### src/rtl/flagbit_pkg.sv
package flagbit_pkg;
  localparam int WORD_W = 16;
  localparam int DATA_W = 8;
  localparam int ADDR_W = 5;
  localparam int BIDX_W = $clog2(DATA_W);
  localparam int T_POS  = 6;

  typedef enum logic [2:0] {
    OP_NONE,
    OP_SETF,
    OP_CLRF,
    OP_TLOAD,
    OP_TSTORE
  } op_e;

  typedef struct packed {
    op_e               op;
    logic [ADDR_W-1:0] reg_idx;
    logic [BIDX_W-1:0] bit_idx;
  } dec_t;
endpackage

### src/rtl/flagbit_decode.sv
module flagbit_decode
  import flagbit_pkg::*;
(
  input  logic              valid,
  input  logic [WORD_W-1:0] word,
  output dec_t              dec
);
  always_comb begin
    dec.op      = OP_NONE;
    dec.reg_idx = word[8:4];
    dec.bit_idx = word[2:0];
    if (valid) begin
      if (word[15:8] == 8'h94 && word[3:0] == 4'h8) begin
        dec.op      = word[7] ? OP_CLRF : OP_SETF;
        dec.bit_idx = word[6:4];
      end else if (word[15:10] == 6'b111110) begin
        if (word[9]) begin
          dec.op = OP_TSTORE;
        end else if (!word[3]) begin
          dec.op = OP_TLOAD;
        end
      end
    end
  end
endmodule

### src/rtl/flagbit_bitmove.sv
module flagbit_bitmove
  import flagbit_pkg::*;
(
  input  logic [DATA_W-1:0] src,
  input  logic [BIDX_W-1:0] sel,
  input  logic              t_in,
  output logic [DATA_W-1:0] merged,
  output logic              picked
);
  for (genvar i = 0; i < DATA_W; i++) begin : g_bit
    assign merged[i] = (sel == BIDX_W'(i)) ? t_in : src[i];
  end
  assign picked = src[sel];
endmodule

### src/rtl/flagbit_status.sv
module flagbit_status
  import flagbit_pkg::*;
(
  input  logic              clk,
  input  logic              rst,
  input  dec_t              dec,
  input  logic              t_new,
  output logic [DATA_W-1:0] status
);
  always_ff @(posedge clk) begin
    if (rst) begin
      status <= '0;
    end else begin
      case (dec.op)
        OP_SETF:   status[dec.bit_idx] <= 1'b1;
        OP_CLRF:   status[dec.bit_idx] <= 1'b0;
        OP_TSTORE: status[T_POS]       <= t_new;
        default:   status              <= status;
      endcase
    end
  end
endmodule

### src/rtl/flagbit_unit.sv
module flagbit_unit
  import flagbit_pkg::*;
(
  input  logic              clk,
  input  logic              rst,
  input  logic              instr_valid,
  input  logic [WORD_W-1:0] instr_word,
  input  logic [DATA_W-1:0] rf_rd_data,
  output logic              rf_rd_en,
  output logic [ADDR_W-1:0] rf_rd_addr,
  output logic              rf_wr_en,
  output logic [ADDR_W-1:0] rf_wr_addr,
  output logic [DATA_W-1:0] rf_wr_data,
  output logic [DATA_W-1:0] flags,
  output logic              recognised
);
  dec_t dec;
  logic picked;

  flagbit_decode u_dec (
    .valid (instr_valid),
    .word  (instr_word),
    .dec   (dec)
  );

  flagbit_bitmove u_move (
    .src    (rf_rd_data),
    .sel    (dec.bit_idx),
    .t_in   (flags[T_POS]),
    .merged (rf_wr_data),
    .picked (picked)
  );

  flagbit_status u_stat (
    .clk    (clk),
    .rst    (rst),
    .dec    (dec),
    .t_new  (picked),
    .status (flags)
  );

  assign rf_rd_en   = (dec.op == OP_TLOAD) || (dec.op == OP_TSTORE);
  assign rf_rd_addr = dec.reg_idx;
  assign rf_wr_en   = (dec.op == OP_TLOAD);
  assign rf_wr_addr = dec.reg_idx;
  assign recognised = (dec.op != OP_NONE);
endmodule

### config.mk
export PLATFORM = sky130hd
export DESIGN_NAME = flagbit_unit
export DESIGN_NICKNAME = d
export VERILOG_FILES = /design/src/rtl/flagbit_pkg.sv /design/src/rtl/flagbit_decode.sv /design/src/rtl/flagbit_bitmove.sv /design/src/rtl/flagbit_status.sv /design/src/rtl/flagbit_unit.sv
export SDC_FILE = /design/constraint.sdc
export NUM_CORES = 1
export LEC_CHECK = 0
export BUFFER_PORTS_ARGS = -buffer_cell sky130_fd_sc_hd__buf_2
export CAP_MARGIN = 40
export CORE_UTILIZATION = 35
export DETAILED_ROUTE_END_ITERATION = 10
export PLACE_DENSITY = 0.67
export SLEW_MARGIN = 25
export SYNTH_ARGS = -nofsm -noshare
export SYNTH_HDL_FRONTEND = slang
export SYNTH_SLANG_ARGS = --single-unit
### constraint.sdc
create_clock -name clk -period 3.5 [get_ports clk]
set_clock_uncertainty 0.05 [all_clocks]
set_input_delay 0 -clock clk [delete_from_list [all_inputs] [get_ports clk]]
set_output_delay 0 -clock clk [all_outputs]
set_load 0.005 [all_outputs]
==> impl_metrics.csv, run 1 <==
group,metric,value,unit
worst_hold_path,whs_path_depth,2,
floorplanning,die_x,52.8,um
worst_setup_path,r2r_cells,5,
synthesis,synth_nets,144,
routing,first_pass_iters,4,
placed_design,portBuffers,55,
routing,drtAntennaViolNets,0,
worst_setup_path,start_kind,"input pin",
worst_setup_path,crit_start,"instr_word[1]",
cts,cts.path.max_buffers,2,
floorplanning,die_y,52.8,um
worst_setup_path,critPathRequiredTime,3.45,ns
pwr,p_leak,0.531,nW
grt,grt_overflow_total,0,
worst_setup_path,crit_slowest_cell,"nor4bb_1",
synthesis,ys_ff_latch,8,
cts,clock_latency,0.25,ns
timing,grt_setup_unrepaired,"false",
cts,post_cts_resized,0,
floorplanning,initial_utilization,0.369,
worst_setup_path,cpMostUsedCell,"buf_2",
timing,final-max-slew-violation-count,0,
cts,cts-root-buf,"clkbuf_4",
grt,grt_pass1_vias,997,
flow_run,cap_violations,0,
timing,fmax,377,MHz
final_layout,nNetsFinal,190,
placed_design,dpl_cell_area,1120,um^2
final_layout,final_area,1150,um^2
synthesis,synthCells,117,
floorplanning,io_pins,56,
worst_setup_path,cp_cell_sequence,"buf_2 > nor4bb_1 > a41oi_1 > a211oi_1 > mux2_2 > buf_2",
worst_hold_path,hold_start,"instr_word[7]",
worst_setup_path,crit_path_end_kind,"primary output",
placed_design,gp_congestion,0.918,
placed_design,post-dp-hpwl,2210,um
routing,drtIter0Drc,19,
cts,h-tree-depth,1,
final_layout,instances_no_fill,191,
worst_setup_path,worstReg2RegStart,"u_stat.status[6]$_SDFFE_PP0P_",
worst_setup_path,cp.arrival,2.60,ns
synthesis,syn_avg_cell_area,7.73,um^2
timing,hold_viol_final,0,
final_layout,antenna_cells,0,
routing,num_vias,1082,
pwr,power_per_cell_area,208,nW/um^2
routing,drc,0,
timing,worst_slew_pin_slew,0.870,ns
floorplanning,rows,18,
cts,clk_pin_slew,0.05,ns
routing,routedWlPerCell,14.2,um
timing,setup_slack,0.845,ns
cts,numCtsBuffers,3,
grt,grtUsageTotal,0.207,
grt,grt_start_max_net_pins,13,
floorplanning,dieArea,2790,um^2
worst_setup_path,crit_fanout,12,
worst_setup_path,path_class,"in2out",
final_layout,nFillCells,247,
floorplanning,core_region_area,2450,um^2
cts,clock-sinks,8,
routing,via_per_inst,5.66,
grt,grt_pass1_wl,4300,um
synthesis,synthFlopType,"dfxtp_1",
timing,finalSetupTns,0,ns
synthesis,async_flop_share,0,
final_layout,drive_gt1_frac,0.422,
outcome,status,"finished clean",
timing,finalCriticalPeriod,2.65,ns
pwr,p_total,240,uW
placed_design,place_inst,187,
timing,setup_violations,0,
synthesis,ys.warnings.count,0,
placed_design,preCtsSetupSlack,0.922,ns
routing,drt-total-wl,2710,um
worst_hold_path,holdCritPathClass,"in2reg",
synthesis,syn_area,905,um^2
synthesis,synth-edff-count,0,
synthesis,synth_cell_types,41,
timing,maxSlewHeadroom,0.412,
grt,antenna_found_initial,0,
final_layout,syn_to_final_growth,27.4,%
pwr,peakVddDrop,0.197,mV
synthesis,yosysSeqAreaShare,0.177,
worst_setup_path,slowest_delay,0.77,ns
timing,post-route-period-util,0.759,
cts,tritoncts,"done",
[logic make-up (layout without fill, tap and decap cells)]
family,Yosys count,after routing,synth area share
AND/OR/NAND/NOR,51,51,0.340
AO/OA/AOI/OAI,30,30,0.248
buffers and inverters,19,63,0.124
multiplexers,9,9,0.111
flip-flops,8,8,0.177
[worst max-delay path: cells and delay by family]
kind	cells	cell delay, ns
buf+inv	2	0.28
mux	1	0.39
compound gates	2	1.15
simple gates	1	0.77
[final timing paths]
path | endpoint | slack [ns]
worst max register to register | u_stat.status[6]$_SDFFE_PP0P_ | 2.20
worst max-delay path | rf_wr_data[5] | 0.85
worst min register to register | flop | 0.46
worst min-delay path | flop | 0.02
[power breakdown]
group / leakage (nW) / internal, mW / switching, mW
clock network: 0.0138 / 0.0390 / 0.0281
logic: 0.453 / 0.0373 / 0.0443
registers: 0.0644 / 0.0913 / 0.0000653
[Yosys cell counts, types with 2 or more instances]
| cell | instances | share of area |
|---|---|---|
| a31oi_1 | 2 | 0.014 |
| a41oi_1 | 4 | 0.039 |
| nand4_1 | 2 | 0.014 |
| clkbuf_1 | 3 | 0.012 |
| nor3_1 | 8 | 0.044 |
| a41o_1 | 2 | 0.022 |
| mux2_2 | 8 | 0.10 |
| a21oi_1 | 9 | 0.050 |
| inv_1 | 4 | 0.017 |
| and4b_1 | 4 | 0.044 |
| nor2_1 | 9 | 0.037 |
| or4_1 | 4 | 0.033 |
| and3_1 | 4 | 0.028 |
| and2_1 | 2 | 0.014 |
| a311oi_1 | 3 | 0.029 |
| buf_4 | 11 | 0.091 |
| nand3_1 | 3 | 0.017 |
| nand2_1 | 5 | 0.021 |
| dfxtp_1 | 8 | 0.18 |
[what timing repair did]
item | CTS | global route
buffers inserted | 0 | 0
hold endpoints to repair | 6 | 0
hold buffers | 1 | 0
[cells in the final DEF, fill, tap and decap left out, types with 4 or more instances in the layout]
master,instances
inv_1,4
nor3_1,8
a41oi_1,4
nand2_1,5
and3_1,4
or4_1,4
nor2_1,9
dfxtp_1,8
a21oi_1,9
mux2_2,8
buf_2,55
and4b_1,4
[metal layers]
| layer | vias to the layer above | routed length (um) | global-route usage |
|---|---|---|---|
| met5 | - | 0 | 0 |
| met1 | 498 | 1210 | 0.252 |
| met2 | 34 | 1340 | 0.359 |
| met4 | 0 | 28 | 0.101 |
| met3 | 4 | 128 | 0.0203 |
| li1 | 546 | - | - |
[through the flow]
step,utilization,hold WS [ns]
6_report,0.469,0.0195
5_1_grt,0.469,0.0434
4_1_cts,0.469,0.00981
3_5_place_dp,0.456,0.178
3_3_place_gp,0.456,0.168
2_1_floorplan,-,-0.0158
[layout make-up]
class / count / area (um^2) / share of cell area
multi-input cells: 90 / 632 / 0.548
clock buffers: 3 / 22.5 / 0.0195
flip-flops and latches: 8 / 160 / 0.139
inverters: 4 / 15.0 / 0.0130
well taps: 30 / 37.5 / 0.0326
repair buffers: 56 / 285 / 0.248
Note: power is estimated with default switching activity, not from simulation.
==> run 2: changes to the inputs <==
==> constraint.sdc (replaced) <==
create_clock -name clk -period 2.6 [get_ports clk]
set_clock_uncertainty 0.05 [all_clocks]
set_input_delay 0 -clock clk [delete_from_list [all_inputs] [get_ports clk]]
set_output_delay 0 -clock clk [all_outputs]
set_load 0.005 [all_outputs]
==> run 2 against run 1 <==
Effect of this change:
- setup slack worse by 0.34 ns
- routed wire length increased by 5.0%
- critical endpoint unchanged
- worst hold slack improved by 0.016 ns
- via count rose by 2.1%
- cell area grew 2.0%
- cell count rose by 1.6%
- combinational power is 38% higher
- die area unchanged
- global-route usage increased by 1.2 points
- highest routed layer unchanged
==> impl_metrics.csv, run 2 (synthesized netlist as in run 1, its figures left out) <==
group,metric,value,unit
cts,cts.path.max_buffers,2,
final_layout,instances_no_fill,194,
final_layout,final_cell_mix,"buf_2 (55), a21oi_1 (9), nor2_1 (9)",
floorplanning,dieArea,2790,um^2
floorplanning,core_region_area,2450,um^2
worst_setup_path,path_class,"in2out",
grt,grt_pass1_wl,4590,um
grt,antenna_found_initial,0,
routing,drc,0,
routing,drtAntennaViolNets,0,
placed_design,portBuffers,55,
cts,clock_latency,0.24,ns
timing,hold_viol_final,0,
floorplanning,io_pins,56,
grt,grt_pass1_vias,1014,
worst_setup_path,r2r_setup_slack,1.40,ns
placed_design,gp_congestion,0.926,
pwr,peakVddDrop,0.306,mV
final_layout,drive_gt1_frac,0.433,
cts,clk_pin_slew,0.06,ns
timing,setup_slack,0.510,ns
timing,fmax,478,MHz
grt,grtUsageTotal,0.220,
worst_setup_path,cp.arrival,2.04,ns
routing,first_pass_iters,4,
worst_hold_path,holdCritPathClass,"in2reg",
cts,clock-sinks,8,
grt,grt_overflow_total,0,
routing,via_per_inst,5.70,
floorplanning,initial_utilization,0.369,
routing,routedWlPerCell,14.7,um
timing,post-route-period-util,0.804,
pwr,power_per_cell_area,281,nW/um^2
cts,cts_hold_buf,1,
worst_setup_path,start_kind,"input pin",
timing,finalSetupTns,0,ns
routing,drt-total-wl,2840,um
final_layout,final_area,1170,um^2
worst_setup_path,crit_path_end_kind,"primary output",
timing,grt_setup_unrepaired,"false",
final_layout,final_common_cell,"buf_2",
timing,holdWs,0.0356,ns
routing,num_vias,1105,
floorplanning,rows,18,
timing,finalCriticalPeriod,2.09,ns
worst_setup_path,crit_fanout,7,
floorplanning,die_y,52.8,um
placed_design,preCtsSetupSlack,0.539,ns
cts,h-tree-depth,1,
worst_setup_path,cpMostUsedCell,"buf_2",
placed_design,place_inst,190,
worst_setup_path,critPathRequiredTime,2.55,ns
routing,drtIter0Drc,22,
cts,tritoncts,"done",
pwr,p_leak,0.547,nW
final_layout,antenna_cells,0,
worst_setup_path,slowest_delay,0.59,ns
cts,numCtsBuffers,3,
flow_run,cap_violations,0,
placed_design,post-dp-hpwl,2290,um
cts,cts-root-buf,"clkbuf_4",
timing,final-max-slew-violation-count,0,
floorplanning,die_x,52.8,um
worst_setup_path,cp_cell_sequence,"buf_2 > nor4_2 > a41oi_1 > a211oi_1 > mux2_2 > buf_2",
timing,setup_violations,0,
worst_setup_path,crit_slowest_cell,"nor4_2",
cts,post_cts_resized,0,
final_layout,nNetsFinal,193,
grt,grt_start_max_net_pins,13,
placed_design,dpl_cell_area,1140,um^2
final_layout,syn_to_final_growth,29.9,%
outcome,status,"finished clean",
timing,maxSlewHeadroom,0.587,
cts,cts_setup_buffers,0,
timing,worst_slew_pin_slew,0.614,ns
run 2: cell type report:
type,instances,area [um^2]
Clock buffer,3,22.5
Timing Repair Buffer,59,308
Sequential cell,8,160
Multi-Input combinational cell,90,632
Tap cell,30,37.5
Inverter,4,15.0
Fill cell,252,1280
run 2: worst max-delay path: cells and delay by family:
kind | cells | cell delay (ns)
mux | 1 | 0.40
buf+inv | 2 | 0.26
compound gates | 2 | 0.79
simple gates | 1 | 0.59
run 2: path summary, 6_finish.rpt:
path,startpoint,end,cells past startpoint
max,instr_word[9],rf_wr_data[5],6
min,instr_word[7],flop,2
max reg2reg,u_stat.status[6]$_SDFFE_PP0P_,u_stat.status[6]$_SDFFE_PP0P_,5
min reg2reg,flop,flop,2
run 2: through the flow:
step                       util  power (mW)
after floorplan               -       0.188
after global routing      0.479       0.352
final                     0.479       0.331
after global placement    0.465       0.233
after CTS                 0.479       0.332
after detailed placement  0.465       0.236
run 2: power breakdown:
group	switching (mW)	internal [mW]	leakage, nW
clock network	0.0421	0.0528	0.0138
logic	0.0613	0.0517	0.468
registers	0.0000879	0.123	0.0644
run 2: per-layer routing:
layer  GRT usage  share of wire  vias up
met2       0.401           0.52       43
li1            -              -      546
met3      0.0116          0.052        2
met4      0.0789         0.0046        0
met5           0              0        -
met1       0.266           0.42      514
==> run 3: changes to the inputs <==
--- a/config.mk
+++ b/config.mk
@@ -5,11 +5,12 @@
 export SDC_FILE = /design/constraint.sdc
 export NUM_CORES = 1
 export LEC_CHECK = 0
+export ABC_AREA = 1
 export BUFFER_PORTS_ARGS = -buffer_cell sky130_fd_sc_hd__buf_2
 export CAP_MARGIN = 40
 export CORE_UTILIZATION = 35
 export DETAILED_ROUTE_END_ITERATION = 10
-export PLACE_DENSITY = 0.67
+export PLACE_DENSITY = 0.69
 export SLEW_MARGIN = 25
 export SYNTH_ARGS = -nofsm -noshare
 export SYNTH_HDL_FRONTEND = slang
==> constraint.sdc (replaced) <==
create_clock -name clk -period 1.9 [get_ports clk]
set_clock_uncertainty 0.05 [all_clocks]
set_input_delay 0 -clock clk [delete_from_list [all_inputs] [get_ports clk]]
set_output_delay 0 -clock clk [all_outputs]
set_load 0.005 [all_outputs]
==> run 3 against run 2 <==
Effect of this change:
- cell area increased by 3.7%
- critical endpoint is now rf_wr_data[3]
- critical path type unchanged
- routed wire length down 21%
- clock-buffer cell count unchanged
- area after synthesis rose by 5.4%
- setup slack improved by 0.044 ns
- largest power group unchanged
==> impl_metrics.csv, run 3 <==
group,metric,value,unit
worst_setup_path,critPathRequiredTime,1.85,ns
timing,post-route-period-util,0.709,
grt,grt_overflow_total,0,
worst_setup_path,path_class,"in2out",
final_layout,nNetsFinal,230,
cts,post_cts_resized,0,
synthesis,yosys.area.top_type,"dfxtp_1",
placed_design,post-dp-hpwl,1950,um
final_layout,final_common_cell,"buf_2",
synthesis,yosysMostFrequentCell,"nand2_1",
pwr,combPwrFrac,0.320,
routing,drc,0,
timing,grt_setup_unrepaired,"false",
synthesis,ys.warnings.count,0,
pwr,swShare,0.316,
synthesis,synthCells,153,
routing,via_per_inst,4.65,
placed_design,gp_congestion,0.899,
worst_setup_path,r2r_cells,2,
grt,grt_pass1_vias,809,
cts,numCtsBuffers,3,
cts,cts_hold_buf,2,
final_layout,antenna_cells,0,
worst_hold_path,hold_start,"rf_rd_data[1]",
worst_setup_path,r2r_setup_slack,1.06,ns
grt,antenna_found_initial,0,
timing,finalCriticalPeriod,1.35,ns
timing,worst_slew_pin_slew,0.335,ns
synthesis,synthTopCellsByArea,"dfxtp_1 (17%), nand2_1 (14%), inv_1 (11%)",
worst_setup_path,reg2reg_to,"u_stat.status[6]$_SDFFE_PP0P_",
final_layout,drive_gt1_frac,0.408,
pwr,power_per_cell_area,359,nW/um^2
final_layout,nFillCells,274,
worst_hold_path,holdCritPathClass,"in2reg",
floorplanning,initial_utilization,0.378,
timing,setup_slack,0.554,ns
synthesis,synth_nets,180,
pwr,power.switching,138,uW
cts,cts-root-buf,"clkbuf_4",
routing,drt-total-wl,2250,um
pwr,seqPwrFrac,0.384,
pwr,clkPwrFrac,0.296,
cts,tritoncts,"done",
synthesis,synthFlopType,"dfxtp_1",
timing,setup_violations,0,
synthesis,synth_common_cells,"nand2_1 (36), inv_1 (29), buf_4 (12), o21ai_0 (11), nor2_1 (10)",
placed_design,portBuffers,55,
worst_setup_path,cp.buffers_inverters,2,
synthesis,syn_area,953,um^2
final_layout,syn_to_final_growth,27.8,%
worst_setup_path,cp.arrival,1.30,ns
routing,first_pass_iters,4,
worst_setup_path,cp_cell_sequence,"buf_2 > nor2_1 > nand2_2 > nor2_4 > nand3_2 > nand2_1 > nand2_1 > nor2_2 > nand2_1 > o21ai_0 > buf_2",
worst_setup_path,critical-path-top-delay-family,"simple AND/OR/NAND/NOR gates",
synthesis,synth_top_area_share,0.168,
cts,h-tree-depth,1,
synthesis,ys_ff_latch,8,
floorplanning,io_pins,56,
timing,hold_viol_final,0,
synthesis,yosysSeqAreaShare,0.168,
grt,grt_start_max_net_pins,10,
timing,final-max-slew-violation-count,0,
worst_setup_path,crit_path_end_kind,"primary output",
synthesis,syn_avg_cell_area,6.23,um^2
cts,clk_pin_slew,0.05,ns
outcome,status,"finished clean",
cts,cts.path.max_buffers,2,
pwr,p_leak,0.695,nW
floorplanning,rows,18,
grt,grt_pass1_wl,3470,um
cts,clock_latency,0.25,ns
pwr,internal-power,299,uW
floorplanning,dieArea,2940,um^2
worst_setup_path,slowest_delay,0.18,ns
synthesis,async_flop_share,0,
grt,grtUsageTotal,0.164,
flow_run,cap_violations,0,
synthesis,synth-edff-count,0,
floorplanning,core_region_area,2520,um^2
routing,drtIter0Drc,29,
worst_hold_path,whs_path_depth,5,
timing,fmax,743,MHz
cts,cts_setup_buffers,0,
worst_setup_path,cpMostUsedCell,"nand2_1",
cts,clock-sinks,8,
worst_setup_path,start_kind,"input pin",
worst_hold_path,min_to,"u_stat.status[6]$_SDFFE_PP0P_",
routing,drtAntennaViolNets,0,
worst_setup_path,worstReg2RegStart,"u_stat.status[6]$_SDFFE_PP0P_",
worst_setup_path,crit_slowest_cell,"o21ai_0",
floorplanning,die_x,54.2,um
worst_setup_path,crit_start,"instr_word[0]",
timing,maxSlewHeadroom,0.774,
final_layout,final_cell_mix,"buf_2 (55), nand2_1 (36), inv_1 (29)",
timing,finalSetupTns,0,ns
synthesis,synth_cell_types,23,
placed_design,preCtsSetupSlack,0.368,ns
floorplanning,die_y,54.2,um
pwr,peakVddDrop,0.354,mV
worst_setup_path,crit_fanout,4,
routing,num_vias,1075,
routing,routedWlPerCell,9.76,um
==> run 3: changes by cell type after synthesis, moves of 7 or more <==
| cell | before | now |
|---|---|---|
| o21ai_0 | 0 | 11 |
| nor2_2 | 0 | 7 |
| inv_1 | 4 | 29 |
| nand2_1 | 5 | 36 |
| nor3_1 | 8 | 1 |
| mux2_2 | 8 | 0 |
==> run 3: worst max-delay path by stage <==
| stage | end | slack (ns) | cells after the start |
|---|---|---|---|
| final | rf_wr_data[3] | 0.55 | 11 |
| after global routing | rf_wr_data[3] | 0.38 | 11 |
| after CTS | rf_wr_data[3] | 0.54 | 11 |
| after detailed placement | u_stat.status[6]$_SDFFE_PP0P_ | 0.37 | 11 |
| after global placement | u_stat.status[6]$_SDFFE_PP0P_ | 0.37 | 11 |
| after floorplan | u_stat.status[6]$_SDFFE_PP0P_ | 0.69 | 12 |
==> run 3: per-layer routing <==
| metal | GRT usage | up-vias | routed length, um |
|---|---|---|---|
| met5 | 0 | - | 0 |
| met4 | 0.0256 | 0 | 0 |
| met3 | 0.0367 | 0 | 171 |
| met2 | 0.248 | 43 | 1060 |
| met1 | 0.237 | 462 | 1020 |
| li1 | - | 570 | - |
==> run 3: worst register-to-register path, stage by stage (launching register included) <==
cell,delay [ns]
dfxtp_1,0.36
a31oi_1,0.23
a21oi_1,0.09
==> run 3: cell families (layout without fill, tap and decap cells) <==
| kind of cell | Yosys count | in the layout | share of synthesized area |
|---|---|---|---|
| and+or+nand+nor | 83 | 83 | 0.487 |
| AOI/OAI and AO/OA | 20 | 20 | 0.130 |
| DFF | 8 | 8 | 0.168 |
| buffers and inverters | 42 | 90 | 0.215 |
==> run 3: metrics by stage <==
step	area, um^2	cells	power (mW)	hold WS, ns	utilization
finish	1220	231	0.437	0.131	0.483
global route	1220	231	0.469	0.167	0.483
global placement	1180	226	0.308	0.140	0.466
floorplan	953	153	0.258	-0.00680	-
detailed placement	1180	226	0.309	0.142	0.466
CTS	1220	231	0.440	0.124	0.483
==> run 3: layout make-up <==
class                      count  area [um^2]  area share
multi-input combinational    103          588       0.483
timing repair buffer          57          295       0.242
sequential                     8          160       0.131
inverter                      30          115      0.0945
tap                           30         37.5      0.0308
clock buffer                   3         22.5      0.0185
==> run 3: power groups by stage <==
stage                     sequential [mW]  combinational, mW  clock, mW
final                               0.168              0.140      0.129
after global placement              0.172              0.137          0
after CTS                           0.168              0.141      0.132
after global routing                0.168              0.157      0.143
after floorplan                     0.172             0.0866          0
after detailed placement            0.172              0.137          0
